**config.mk**
```make
export PLATFORM = sky130hd
export DESIGN_NAME = rgb_line_rx
export DESIGN_NICKNAME = d
export VERILOG_FILES = /design/src/rtl/rgb_rx_pkg.sv /design/src/rtl/rx_line_ctrl.sv /design/src/rtl/rx_pixel_path.sv /design/src/rtl/rgb_line_rx.sv
export SDC_FILE = /design/constraint.sdc
export NUM_CORES = 1
export LEC_CHECK = 0
export ABC_AREA = 1
export CORE_UTILIZATION = 51
export CTS_BUF_LIST = sky130_fd_sc_hd__clkbuf_4 sky130_fd_sc_hd__clkbuf_8
export CTS_CLUSTER_DIAMETER = 30
export DETAILED_ROUTE_END_ITERATION = 16
export GPL_ROUTABILITY_DRIVEN = 1
export GPL_TIMING_DRIVEN = 0
export PLACE_DENSITY = 0.81
export SKIP_LAST_GASP = 1
export SLEW_MARGIN = 20
export SYNTH_ARGS = -nofsm -noshare
export SYNTH_HDL_FRONTEND = slang
export SYNTH_SLANG_ARGS = --single-unit
```
**constraint.sdc**
```tcl
create_clock -name clk -period 2.15 [get_ports clk]
set_clock_uncertainty 0.2 [all_clocks]
set_input_delay 0.215 -clock clk [delete_from_list [all_inputs] [get_ports clk]]
set_output_delay 0.215 -clock clk [all_outputs]
set_load 0.01 [all_outputs]
```
**src/rtl/rgb_rx_pkg.sv**
```systemverilog
package rgb_rx_pkg;
  // Strobes from the line control to the pixel datapath
  typedef struct packed {
    logic take;   // accept the sampled taps as a new pixel
    logic first;  // the accepted pixel is pixel 1 of the line
    logic close;  // line end sampled this edge
  } rxStrobe_t;
endpackage

```
**src/rtl/rx_line_ctrl.sv**
```systemverilog
module rx_line_ctrl
  import rgb_rx_pkg::*;
#(
  parameter int CNT_W = 13
) (
  input  logic             clk,
  input  logic             rst,
  input  logic             lineValid,
  input  logic             dataValid,
  input  logic [CNT_W-1:0] expLen,
  input  logic             errClear,
  output rxStrobe_t        strobe,
  output logic [CNT_W-1:0] pixIdx,
  output logic [CNT_W-1:0] lineCount,
  output logic             lineDone,
  output logic             lenErr,
  output logic             protoErr
);
  localparam logic [CNT_W-1:0] CNT_MAX = {CNT_W{1'b1}};

  logic             armed;
  logic             inLine;
  logic             satHit;
  logic [CNT_W-1:0] pixCnt;
  logic             cntFull;

  assign cntFull      = (pixCnt == CNT_MAX);
  assign pixIdx       = cntFull ? CNT_MAX : pixCnt + 1'b1;
  assign strobe.take  = armed && lineValid && dataValid;
  assign strobe.first = armed && lineValid && dataValid && (pixCnt == '0);
  assign strobe.close = armed && inLine && !lineValid;

  always_ff @(posedge clk) begin
    if (rst) begin
      armed     <= 1'b0;
      inLine    <= 1'b0;
      satHit    <= 1'b0;
      pixCnt    <= '0;
      lineCount <= '0;
      lineDone  <= 1'b0;
      lenErr    <= 1'b0;
      protoErr  <= 1'b0;
    end else begin
      lineDone <= 1'b0;
      lenErr   <= 1'b0;
      if (!armed && !lineValid) armed <= 1'b1;
      if (armed && lineValid) inLine <= 1'b1;
      if (strobe.take) begin
        pixCnt <= pixIdx;
        if (cntFull) satHit <= 1'b1;
      end
      if (strobe.close) begin
        inLine    <= 1'b0;
        pixCnt    <= '0;
        satHit    <= 1'b0;
        lineCount <= pixCnt;
        lineDone  <= 1'b1;
        lenErr    <= satHit || (pixCnt != expLen);
      end
      if (dataValid && !lineValid) protoErr <= 1'b1;
      else if (errClear)           protoErr <= 1'b0;
    end
  end

  // a full counter stays full until the line closes
  a_r8_no_wrap: assert property (@(posedge clk) disable iff (rst)
    (cntFull && !strobe.close) |=> (pixCnt == CNT_MAX))
    else $error("counter wrapped");

  // a length error only comes with a line-closed pulse
  a_r7_err_with_done: assert property (@(posedge clk) disable iff (rst)
    lenErr |-> lineDone)
    else $error("lenErr without lineDone");

  // protocol error holds until cleared
  a_r9_sticky: assert property (@(posedge clk) disable iff (rst)
    (protoErr && !errClear) |=> protoErr)
    else $error("protoErr dropped");
endmodule

```
**src/rtl/rx_pixel_path.sv**
```systemverilog
module rx_pixel_path
  import rgb_rx_pkg::*;
#(
  parameter int TAP_W    = 8,
  parameter int NUM_TAPS = 3,
  parameter int CNT_W    = 13
) (
  input  logic                            clk,
  input  logic                            rst,
  input  rxStrobe_t                       strobe,
  input  logic [CNT_W-1:0]                pixIdx,
  input  logic [NUM_TAPS-1:0][TAP_W-1:0]  taps,
  output logic                            outValid,
  output logic [NUM_TAPS*TAP_W-1:0]       outRgb,
  output logic [CNT_W-1:0]                outIdx,
  output logic                            outSol,
  output logic                            outEol
);
  localparam int PIX_W = NUM_TAPS * TAP_W;
  localparam logic [CNT_W-1:0] IDX_MAX = {CNT_W{1'b1}};

  logic [PIX_W-1:0] packedPix;
  logic             pendValid;
  logic [PIX_W-1:0] pendRgb;
  logic [CNT_W-1:0] pendIdx;
  logic             pendSol;

  // Highest tap lands in the highest byte
  for (genvar g = 0; g < NUM_TAPS; g++) begin : gPack
    assign packedPix[g*TAP_W +: TAP_W] = taps[g];
  end

  always_ff @(posedge clk) begin
    if (rst) begin
      pendValid <= 1'b0;
      pendRgb   <= '0;
      pendIdx   <= '0;
      pendSol   <= 1'b0;
      outValid  <= 1'b0;
      outRgb    <= '0;
      outIdx    <= '0;
      outSol    <= 1'b0;
      outEol    <= 1'b0;
    end else begin
      outValid <= 1'b0;
      outSol   <= 1'b0;
      outEol   <= 1'b0;
      if (strobe.take) begin
        if (pendValid) begin
          outValid <= 1'b1;
          outRgb   <= pendRgb;
          outIdx   <= pendIdx;
          outSol   <= pendSol;
        end
        pendValid <= 1'b1;
        pendRgb   <= packedPix;
        pendIdx   <= pixIdx;
        pendSol   <= strobe.first;
      end else if (strobe.close && pendValid) begin
        outValid  <= 1'b1;
        outRgb    <= pendRgb;
        outIdx    <= pendIdx;
        outSol    <= pendSol;
        outEol    <= 1'b1;
        pendValid <= 1'b0;
      end
    end
  end

  // Assertion support: index of the previous output pixel
  logic [CNT_W-1:0] prevIdx;
  always_ff @(posedge clk) begin
    if (rst)           prevIdx <= '0;
    else if (outValid) prevIdx <= outIdx;
  end

  // markers only on valid cycles
  a_r5_eol_valid: assert property (@(posedge clk) disable iff (rst)
    outEol |-> outValid)
    else $error("eol without valid");

  // start marker carries pixel 1
  a_r4_sol_first: assert property (@(posedge clk) disable iff (rst)
    (outValid && outSol) |-> (outIdx == 1))
    else $error("sol on wrong index");

  // indices ascend by one until saturation
  a_r2_ascending: assert property (@(posedge clk) disable iff (rst)
    (outValid && !outSol) |->
      ((outIdx == prevIdx + 1'b1) || (outIdx == IDX_MAX && prevIdx == IDX_MAX)))
    else $error("index not ascending");
endmodule

```
**src/rtl/rgb_line_rx.sv**
```systemverilog
module rgb_line_rx
  import rgb_rx_pkg::*;
#(
  parameter int TAP_W = 8,
  parameter int CNT_W = 13
) (
  input  logic               clk,
  input  logic               rst,
  input  logic               lineValid,
  input  logic               dataValid,
  input  logic [TAP_W-1:0]   tapRed,
  input  logic [TAP_W-1:0]   tapGreen,
  input  logic [TAP_W-1:0]   tapBlue,
  input  logic [CNT_W-1:0]   expLen,
  input  logic               errClear,
  output logic               outValid,
  output logic [3*TAP_W-1:0] outRgb,
  output logic [CNT_W-1:0]   outIdx,
  output logic               outSol,
  output logic               outEol,
  output logic [CNT_W-1:0]   lineCount,
  output logic               lineDone,
  output logic               lenErr,
  output logic               protoErr
);
  localparam int NUM_TAPS = 3;

  rxStrobe_t                      strobe;
  logic [CNT_W-1:0]               pixIdx;
  logic [NUM_TAPS-1:0][TAP_W-1:0] tapBus;

  assign tapBus = {tapRed, tapGreen, tapBlue};

  rx_line_ctrl #(.CNT_W(CNT_W)) uCtrl (
    .clk(clk), .rst(rst), .lineValid(lineValid), .dataValid(dataValid),
    .expLen(expLen), .errClear(errClear), .strobe(strobe), .pixIdx(pixIdx),
    .lineCount(lineCount), .lineDone(lineDone), .lenErr(lenErr),
    .protoErr(protoErr)
  );

  rx_pixel_path #(.TAP_W(TAP_W), .NUM_TAPS(NUM_TAPS), .CNT_W(CNT_W)) uPath (
    .clk(clk), .rst(rst), .strobe(strobe), .pixIdx(pixIdx), .taps(tapBus),
    .outValid(outValid), .outRgb(outRgb), .outIdx(outIdx),
    .outSol(outSol), .outEol(outEol)
  );
endmodule

```
==> flow_summary.ini, run 1 <==
[floorplanning]
die_w_um = 93.01
core_mm2 = 0.007888
io_pins = 98
fp-row-count = 32
die_height_um = 93.01
initial_utilization_pct = 53.55
die_area_mm2 = 0.008650

[grt]
antenna_found_initial = 0
grt_pass1_wl_um = 16990
grt_start_max_net_pins = 20
overflow = 0
track_usage_pct = 24.99
grt_pass1_vias = 3588

[critical_path]
cp_top_family = simple AND/OR/NAND/NOR gates
cp_slowest_stage_delay_ns = 0.44
path_cells = ha_1, nand2_1, nor2_2, nand4_1, nor2_4, nor2_1, a21oi_1
r2r-start = uCtrl.pixCnt[0]$_SDFFE_PP0P_
critPathCaptureType = register
crit_buf_inv = 0
critPathArrivalTime_ns = 2.12
crit_path_start_kind = register
worstPathMaxFanout = 6
worstSetupPathType = reg -> reg
worstPathRequired_ns = 2.25
cp_slowest_cell = dfxtp_1
crit_start = uCtrl.pixCnt[0]$_SDFFE_PP0P_

[synth]
synth_ff_type = dfxtp_1
yosys.area.top_type = dfxtp_1
yosys.area_share.simple_pct = 18.13
syn-cell-area_mm2 = 0.004224
synthesis.instances = 556
ys_types = 24
synth_top_area_share_pct = 52.61
synth_fp_nets = 600
synthAdderAreaFrac_pct = 0.5924
yosysSeqAreaShare_pct = 52.61
synth_top_family_by_area = compound AO/OA/AOI/OAI gates
syn_avg_cell_area_um2 = 7.597
synth_seq_cells = 111
synth_compound_area_share_pct = 19.64
yosys_warnings = 0
synthMuxAreaShare_pct = 0
synthXorXnorAreaFrac_pct = 0.4147
synthTopCellsByArea = dfxtp_1 53%, o21ai_0 10%, a21oi_1 8.3%
async_flop_share_pct = 0
synth_edf_count = 0

[layout]
area_growth_pct = 31.04
design_area_mm2 = 0.005535
post_route_cells_drive_above_1_share_pct = 4.790
final_cells = 770
fill_cells = 662
register_area_mm2 = 0.002222
nNetsFinal = 707
layout_commonest_cell = dfxtp_1
multi_input_area_mm2 = 0.001653
final_cell_mix = 111 x dfxtp_1, 96 x clkdlybuf4s50_1, 91 x nand2_1
diodes = 0
post-route-util_pct = 70.18

[route]
drt-wirelength-per-cell_um = 13.74
vias = 3985
wl_um = 10580
drt-initial-drc-count = 225
vias_per_cell = 5.175
firstDrtPassIters = 5
drc = 0
postRouteAntennaNets = 0

[timing]
final.setup.tns_ns = 0
rsz0062_at_grt = no
worstMarginPinSlew_ns = 0.5866
fin_ws_ns = 0.1304
hold_ws_ns = 0.04419
period_share_pct = 93.94
setup_viol = 0
slew_headroom_pct = 60.90
timing.fmax_ghz = 0.4951
maxSlewViolCount = 0
min_period_ns = 2.020
finalHoldViolations = 0

[worst_hold_path]
min_path_type = in -> reg
hold_start = rst

[pwr]
p_leak_nw = 2.234
ir_worst_vdd_mv = 0.6914
powerDensity_mw_per_mm2 = 659.7
total_power_mw = 3.652

[placement]
post_dp_cell_area_mm2 = 0.005313
dp_hpwl_um = 7760
dp_cells = 754
place_congestion = 0.8942
place_ws_ns = -0.2559
port_buffers = 96

[cts]
clock_latency_ns = 0.38
cts-root-buf = clkbuf_8
path_clk_slew_ns = 0.10
h-tree-depth = 3
clock_path_buffers = 2
cts_buffers = 9
cts.sinks = 111
cts_setup_buffers = 0
cts_tree = yes

[outcome]
outcome = complete, no violations

[job]
max-cap-violations = 0
[layout make-up]
class | count | share of cell area, %
Sequential cell | 111 | 40.14
Multi-Input combinational cell | 352 | 29.86
Clock inverter | 6 | 1.379
Clock buffer | 10 | 2.373
Tap cell | 102 | 2.306
Timing Repair Buffer | 96 | 17.36
Buffer | 29 | 2.238
Inverter | 64 | 4.340
[metal layers]
| metal | part of all wire (%) | wire length [um] | global-route usage (%) |
|---|---|---|---|
| met5 | 0 | 0 | 0 |
| met4 | 1.5 | 157 | 7.692 |
| met3 | 5.9 | 627 | 5.447 |
| met2 | 47 | 4950 | 40.56 |
| met1 | 46 | 4842 | 33.23 |
[power by group]
group	total, mW	internal [mW]	switching, mW
Sequential	2.10	2.09	0.0138
Clock	1.30	0.573	0.728
Combinational	0.245	0.120	0.125
Total	3.65	2.78	0.867
[cell usage after synthesis, types with 2 or more instances]
cell type / number
buf_2: 9
nor2_2: 2
clkbuf_1: 16
buf_1: 3
nor2_1: 61
inv_1: 64
xor2_1: 2
dfxtp_1: 111
nand3_1: 22
o21ai_0: 84
o211ai_1: 3
o22ai_1: 3
ha_1: 2
a21oi_1: 70
nand4_1: 5
nand2_1: 91
[worst paths after layout]
path	endpoint	slack [ns]	depth (start not counted)
worst min register to register	uPath.outSol$_SDFF_PP0_	0.24	2
worst max register to register	uCtrl.pixCnt[4]$_SDFFE_PP0P_	0.13	7
worst max-delay path	uCtrl.pixCnt[4]$_SDFFE_PP0P_	0.13	7
worst min-delay path	uPath.pendSol$_SDFFE_PP0P_	0.04	2
[sequential cells by signal, summed over array words and instances (netlist names), 13 cells and up]
register,flops
uPath.pendRgb,24
uPath.outRgb,24
uCtrl.pixCnt,13
uPath.pendIdx,13
uCtrl.lineCount,13
uPath.outIdx,13
[cell families after synthesis]
logic type               after synthesis
adder cells (fa/ha/maj)                2
XOR/XNOR                               2
AND/OR/NAND/NOR                      186
buffers and inverters                 93
flip-flops                           111
AO/OA/AOI/OAI                        162
[timing repair]
| item | in CTS | in global routing |
|---|---|---|
| hold buffers | 0 | 0 |
| resized for setup | 0 | 3 |
| endpoints found under the setup margin | 0 | 19 |
Note: power is estimated with default switching activity, not from simulation.
==> run 2, diff against run 1 <==
clock period = 2.08 ns   (was 2.15 ns; I/O delays follow)
==> run 2 against run 1 <==
Register-to-register slack got worse by 0.05 ns. Sequential power grew 4%. Worst setup slack lost 0.049 ns. Wire length is 0.37% higher. Core utilization up 0.11 points. Global-route usage stayed put. Critical path depth is the same. Critical endpoint unchanged. Largest cell class unchanged.
==> flow_summary.ini, run 2 (synthesized netlist as in run 1, its figures left out) <==
[pwr]
p_sw_uw = 896.4
ir_worst_vdd_mv = 0.7139
power_frac_seq_pct = 57.6
p_comb_share_pct = 6.7
p_leak_nw = 2.240
p_int_mw = 2.878
powerDensity_mw_per_mm2 = 680.9
p_sw_share_pct = 23.75
pwr-share-clk_pct = 35.6

[grt]
grt_pass1_vias = 3588
track_usage_pct = 24.99
grt_start_max_net_pins = 20
antenna_found_initial = 0
overflow = 0
grt_pass1_wl_um = 16990

[floorplanning]
die_height_um = 93.01
die_area_mm2 = 0.008650
io_pins = 98
fp-row-count = 32
initial_utilization_pct = 53.55
die_w_um = 93.01
core_mm2 = 0.007888

[cts]
path_clk_slew_ns = 0.10
clock_latency_ns = 0.38
cts-root-buf = clkbuf_8
cts_buffers = 9
clock_path_buffers = 2
cts_tree = yes
cts.sinks = 111
h-tree-depth = 3

[critical_path]
worstPathMaxFanout = 6
worstSetupPathType = reg -> reg
critPathArrivalTime_ns = 2.10
critPathCaptureType = register
crit_path_start_kind = register
worstPathRequired_ns = 2.18

[timing]
setup_viol = 0
finalHoldViolations = 0
period_share_pct = 96.06
final.setup.tns_ns = 0
worstMarginPinSlew_ns = 0.5901
slew_headroom_pct = 60.66
maxSlewViolCount = 0
min_period_ns = 1.998
timing.fmax_ghz = 0.5005

[layout]
reg.largest.list = uPath.outRgb (24), uPath.pendRgb (24)
diodes = 0
nNetsFinal = 708
area_growth_pct = 31.25
final_cell_mix = 110 x dfxtp_1, 96 x clkdlybuf4s50_1, 91 x nand2_1
post_route_cells_drive_above_1_share_pct = 5.082
layout_commonest_cell = dfxtp_1
post-route-util_pct = 70.29

[worst_hold_path]
min_path_type = in -> reg

[route]
vias = 3976
drc = 0
drt-initial-drc-count = 231
postRouteAntennaNets = 0
vias_per_cell = 5.157
drt-wirelength-per-cell_um = 13.77
firstDrtPassIters = 5
wl_um = 10620

[outcome]
outcome = complete, no violations

[placement]
dp_hpwl_um = 7760
place_congestion = 0.8942
port_buffers = 96

[job]
max-cap-violations = 0
[run 2: changes by cell type in the layout (fill, tap and decap cells not counted)]
| cell | before | now |
|---|---|---|
| buf_4 | 1 | 2 |
| dfxtp_1 | 111 | 110 |
| dfxtp_2 | 0 | 1 |
[run 2: metrics by stage]
stage	worst slack [ns]	total power [mW]	hold WS [ns]	std cells	area, um^2
after floorplan	0.4699	2.338	0.1507	556	4224
after CTS	0.002991	3.796	0.02497	770	5525
after global placement	-0.2542	2.469	0.2317	754	5313
after detailed placement	-0.3189	2.476	0.2343	754	5313
final	0.08185	3.775	0.03312	771	5544
after global routing	-0.04196	3.913	0.07273	771	5544
[run 2: what timing repair did]
action,in CTS,in global routing
pin swaps,0,2
gates resized for setup,1,3
setup buffers,0,1
setup endpoints to repair,3,48
hold buffers,0,0
[run 2: layer usage]
layer	routed length, um	vias up	GRT usage, %	part of all wire [%]
met2	4985	115	40.56	47
met1	4856	1829	33.23	46
li1	-	2020	-	-
met5	0	-	0	0
met4	129	0	7.692	1.2
met3	646	12	5.447	6.1
[run 2: path summary, 6_finish.rpt]
path / startpoint / end / slack (ns) / cells after the start
setup / recovery: uCtrl.pixCnt[1]$_SDFFE_PP0P_ / uCtrl.pixCnt[4]$_SDFFE_PP0P_ / 0.08 / 7
hold / removal: rst / uPath.pendSol$_SDFFE_PP0P_ / 0.03 / 2
setup reg to reg: uCtrl.pixCnt[1]$_SDFFE_PP0P_ / uCtrl.pixCnt[4]$_SDFFE_PP0P_ / 0.08 / 7
hold reg to reg: uPath.pendSol$_SDFFE_PP0P_ / uPath.outSol$_SDFF_PP0_ / 0.25 / 2
[run 2: layout make-up]
type	count	area, um^2
timing repair buffer	97	968.4
buffer	29	123.9
tap	102	127.6
clock buffer	10	131.4
multi-input combinational	352	1653
inverter	64	240.2
clock inverter	6	76.32
sequential	111	2223
fill	664	2344
[run 2: critical path, cell delays in order (launching register included)]
cell and delay [ns]:
dfxtp_1 0.42, ha_1 0.23, nand2_1 0.10, nor2_2 0.22, nand4_1 0.25, nor2_4 0.25, nor2_1 0.10, a21oi_1 0.16
[run 2: power groups by stage]
stage / Clock (mW) / Combinational [mW] / Sequential, mW
CTS: 1.37 / 0.253 / 2.18
detailed placement: 0 / 0.251 / 2.22
finish: 1.35 / 0.253 / 2.18
floorplan: 0 / 0.111 / 2.23
global route: 1.45 / 0.281 / 2.18
global placement: 0 / 0.246 / 2.22
==> run 3, diff against run 2 <==
CORE_UTILIZATION = 53   (was 51)
PLACE_DENSITY = 0.82   (was 0.81)
SYNTH_HIERARCHICAL = 1   (was default)
==> run 3 against run 2 <==
Register-to-register slack gained 0.12 ns. Sequential cell count is the same. Sequential power is essentially flat. Worst setup slack gained 0.11 ns. Largest cell class unchanged. Largest power group unchanged.
==> flow_summary.ini, run 3 <==
[outcome]
outcome = complete, no violations

[placement]
dp_cells = 830
port_buffers = 97
place_congestion = 0.8704
place_ws_ns = -0.3086
dp_hpwl_um = 8112

[route]
drc = 0
drt-initial-drc-count = 200
wl_met3_um = 542
vias_per_cell = 5.039
wl_met1_um = 5012
vias = 4263
firstDrtPassIters = 5
topRoutingLayerUsed = met4
postRouteAntennaNets = 0
wl_um = 10790
drt-wirelength-per-cell_um = 12.76
wl_met2_um = 5026

[floorplanning]
io_pins = 98
initial_utilization_pct = 55.77
die_height_um = 95.92
die_area_mm2 = 0.009200
die_w_um = 95.92
core_mm2 = 0.008382
fp-row-count = 33

[pwr]
p_int_mw = 2.822
powerDensity_mw_per_mm2 = 640.8
ir_worst_vdd_mv = 0.4401
p_comb_share_pct = 10.6
p_leak_nw = 2.422
power_frac_seq_pct = 57.7
p_sw_share_pct = 26.31
p_sw_mw = 1.007
pwr-share-clk_pct = 31.7

[timing]
timing.fmax_ghz = 0.5288
fin_ws_ns = 0.1890
min_period_ns = 1.891
maxSlewViolCount = 0
worstMarginPinSlew_ns = 0.5269
finalHoldViolations = 0
period_share_pct = 90.92
setup_viol = 0
rsz0062_at_grt = no
slew_headroom_pct = 64.87

[layout]
post_route_cells_drive_above_1_share_pct = 10.53
final_cells = 846
nNetsFinal = 780
multi_input_area_mm2 = 0.001962
final_cell_mix = 110 x dfxtp_1, 100 x nand2_1, 97 x clkdlybuf4s50_1
register_area_mm2 = 0.002223
layout_commonest_cell = dfxtp_1
area_growth_pct = 27.84
diodes = 0
reg.largest.list = uPath/outRgb (24), uPath/pendRgb (24)
fill_cells = 701

[cts]
hold_buffers = 0
clock_latency_ns = 0.37
cts-root-buf = clkbuf_8
cts_buffers = 9
path_clk_slew_ns = 0.12
h-tree-depth = 3
clock_path_buffers = 2
cts.sinks = 111
cts_tree = yes

[grt]
grt_pass1_wl_um = 17240
grt_pass1_vias = 3750
grt_start_max_net_pins = 21
track_usage_pct = 24.46
overflow = 0
antenna_found_initial = 0

[synth]
syn-cell-area_mm2 = 0.004674
yosysSeqAreaShare_pct = 47.54
synth_ff_type = dfxtp_1
synth_edf_count = 0
synth_top_area_share_pct = 47.54
syn_avg_cell_area_um2 = 7.443
synth_fp_nets = 672
synth_seq_cells = 111
synth_common_cells = 111 x dfxtp_1, 100 x nand2_1, 96 x nor2_1
yosys.area.top_type = dfxtp_1
async_flop_share_pct = 0
synthTopCellsByArea = dfxtp_1 48%, nand2_1 8.0%, nor2_1 7.7%
yosys_warnings = 6
synthesis.instances = 628
ys_types = 33
yosysMostFrequentCell = dfxtp_1

[worst_hold_path]
min_path_type = in -> reg
whs_path_depth = 3

[critical_path]
cp_slowest_cell = clkdlybuf4s50_1
cp.depth = 11
worstSetupPathType = in -> reg
reg2reg_depth = 10
path_cells = clkdlybuf4s50_1, nand3_4, inv_1, buf_4, inv_2, nand2_1, buf_6, buf_6, nand3_1, nand2_1, nor2_1
cp_top_family = buffers and inverters
worstPathRequired_ns = 2.15
worstPathMaxFanout = 12
crit_buf_inv = 6
crit_path_start_kind = input pin
critPathCaptureType = register
cp_slowest_stage_delay_ns = 0.57
critPathArrivalTime_ns = 1.96

[job]
max-cap-violations = 0
run 3: cell count changes in the layout (fill, tap and decap cells not counted), sizes merged, moves of 11 or more:
cell / previous run / this run
buf: 14 / 26
a21oi: 71 / 53
nand2: 91 / 106
clkbuf: 26 / 15
nand3: 23 / 51
inv: 67 / 80
o21ai: 84 / 70
nor2: 63 / 106
run 3: worst paths after layout:
path	start	slack [ns]	end
min reg2reg	uPath/pendRgb[14]$_SDFFE_PP0P_	0.26	uPath/pendRgb[14]$_SDFFE_PP0P_
max reg2reg	uCtrl/armed$_SDFFE_PP0P_	0.20	uPath/outRgb[20]$_SDFFE_PP0P_
min	tapBlue[7]	0.24	uPath/pendRgb[7]$_SDFFE_PP0P_
max	lineValid	0.19	uPath/outRgb[20]$_SDFFE_PP0P_
run 3: layout make-up:
type | count | area share [%]
Inverter | 79 | 5.046
Buffer | 32 | 3.329
Sequential cell | 111 | 37.21
Timing Repair Buffer | 97 | 16.25
Clock inverter | 7 | 1.068
Multi-Input combinational cell | 406 | 32.83
Tap cell | 105 | 2.198
Clock buffer | 9 | 2.073
run 3: per-layer routing:
metal	global-route usage, %	up-vias
met4	10.07	0
met3	4.186	16
li1	-	2210
met2	39.88	112
met5	0	-
met1	32.07	1925
run 3: worst register-to-register path: cells and delay by family, from the launching register on:
family | cells | cell delay (ns)
flip-flops | 1 | 0.41
AND/OR/NAND/NOR | 5 | 0.47
buffers and inverters | 5 | 0.68
run 3: timing repair:
action	in CTS	in global routing
resized for setup	1	2
setup endpoints to repair	1	22
buffers inserted	0	0
cloned	0	0
pin swaps	0	0
run 3: kinds of logic after synthesis:
group                      after synthesis  share of synthesized area, %
AOI/OAI and AO/OA                      124                         13.57
adders and majority gates                2                        0.5352
xor gates and xnor gates                 7                         1.312
and+or+nand+nor                        273                         26.39
DFF                                    111                         47.54
buffers and inverters                  111                         10.65
run 3: metrics by stage:
| stage | instance area [um^2] | total power [mW] | hold WS [ns] | TNS, ns | util (%) |
|---|---|---|---|---|---|
| final | 5976 | 3.829 | 0.2365 | 0 | 71.29 |
| after global routing | 5976 | 4.006 | 0.2316 | 0 | 71.29 |
| after CTS | 5967 | 3.852 | 0.2256 | 0 | 71.19 |
| after detailed placement | 5777 | 2.657 | 0.2496 | -16.55 | 68.92 |
| after global placement | 5777 | 2.645 | 0.2370 | -13.36 | 68.92 |
| after floorplan | 4674 | 2.487 | 0.07707 | 0 | - |
run 3: power groups by stage:
stage	sequential [mW]	clock, mW	combinational [mW]
after floorplan	2.26	0	0.230
after global placement	2.26	0	0.390
after detailed placement	2.26	0	0.400
after CTS	2.21	1.24	0.403
after global routing	2.22	1.34	0.448
final	2.21	1.21	0.406
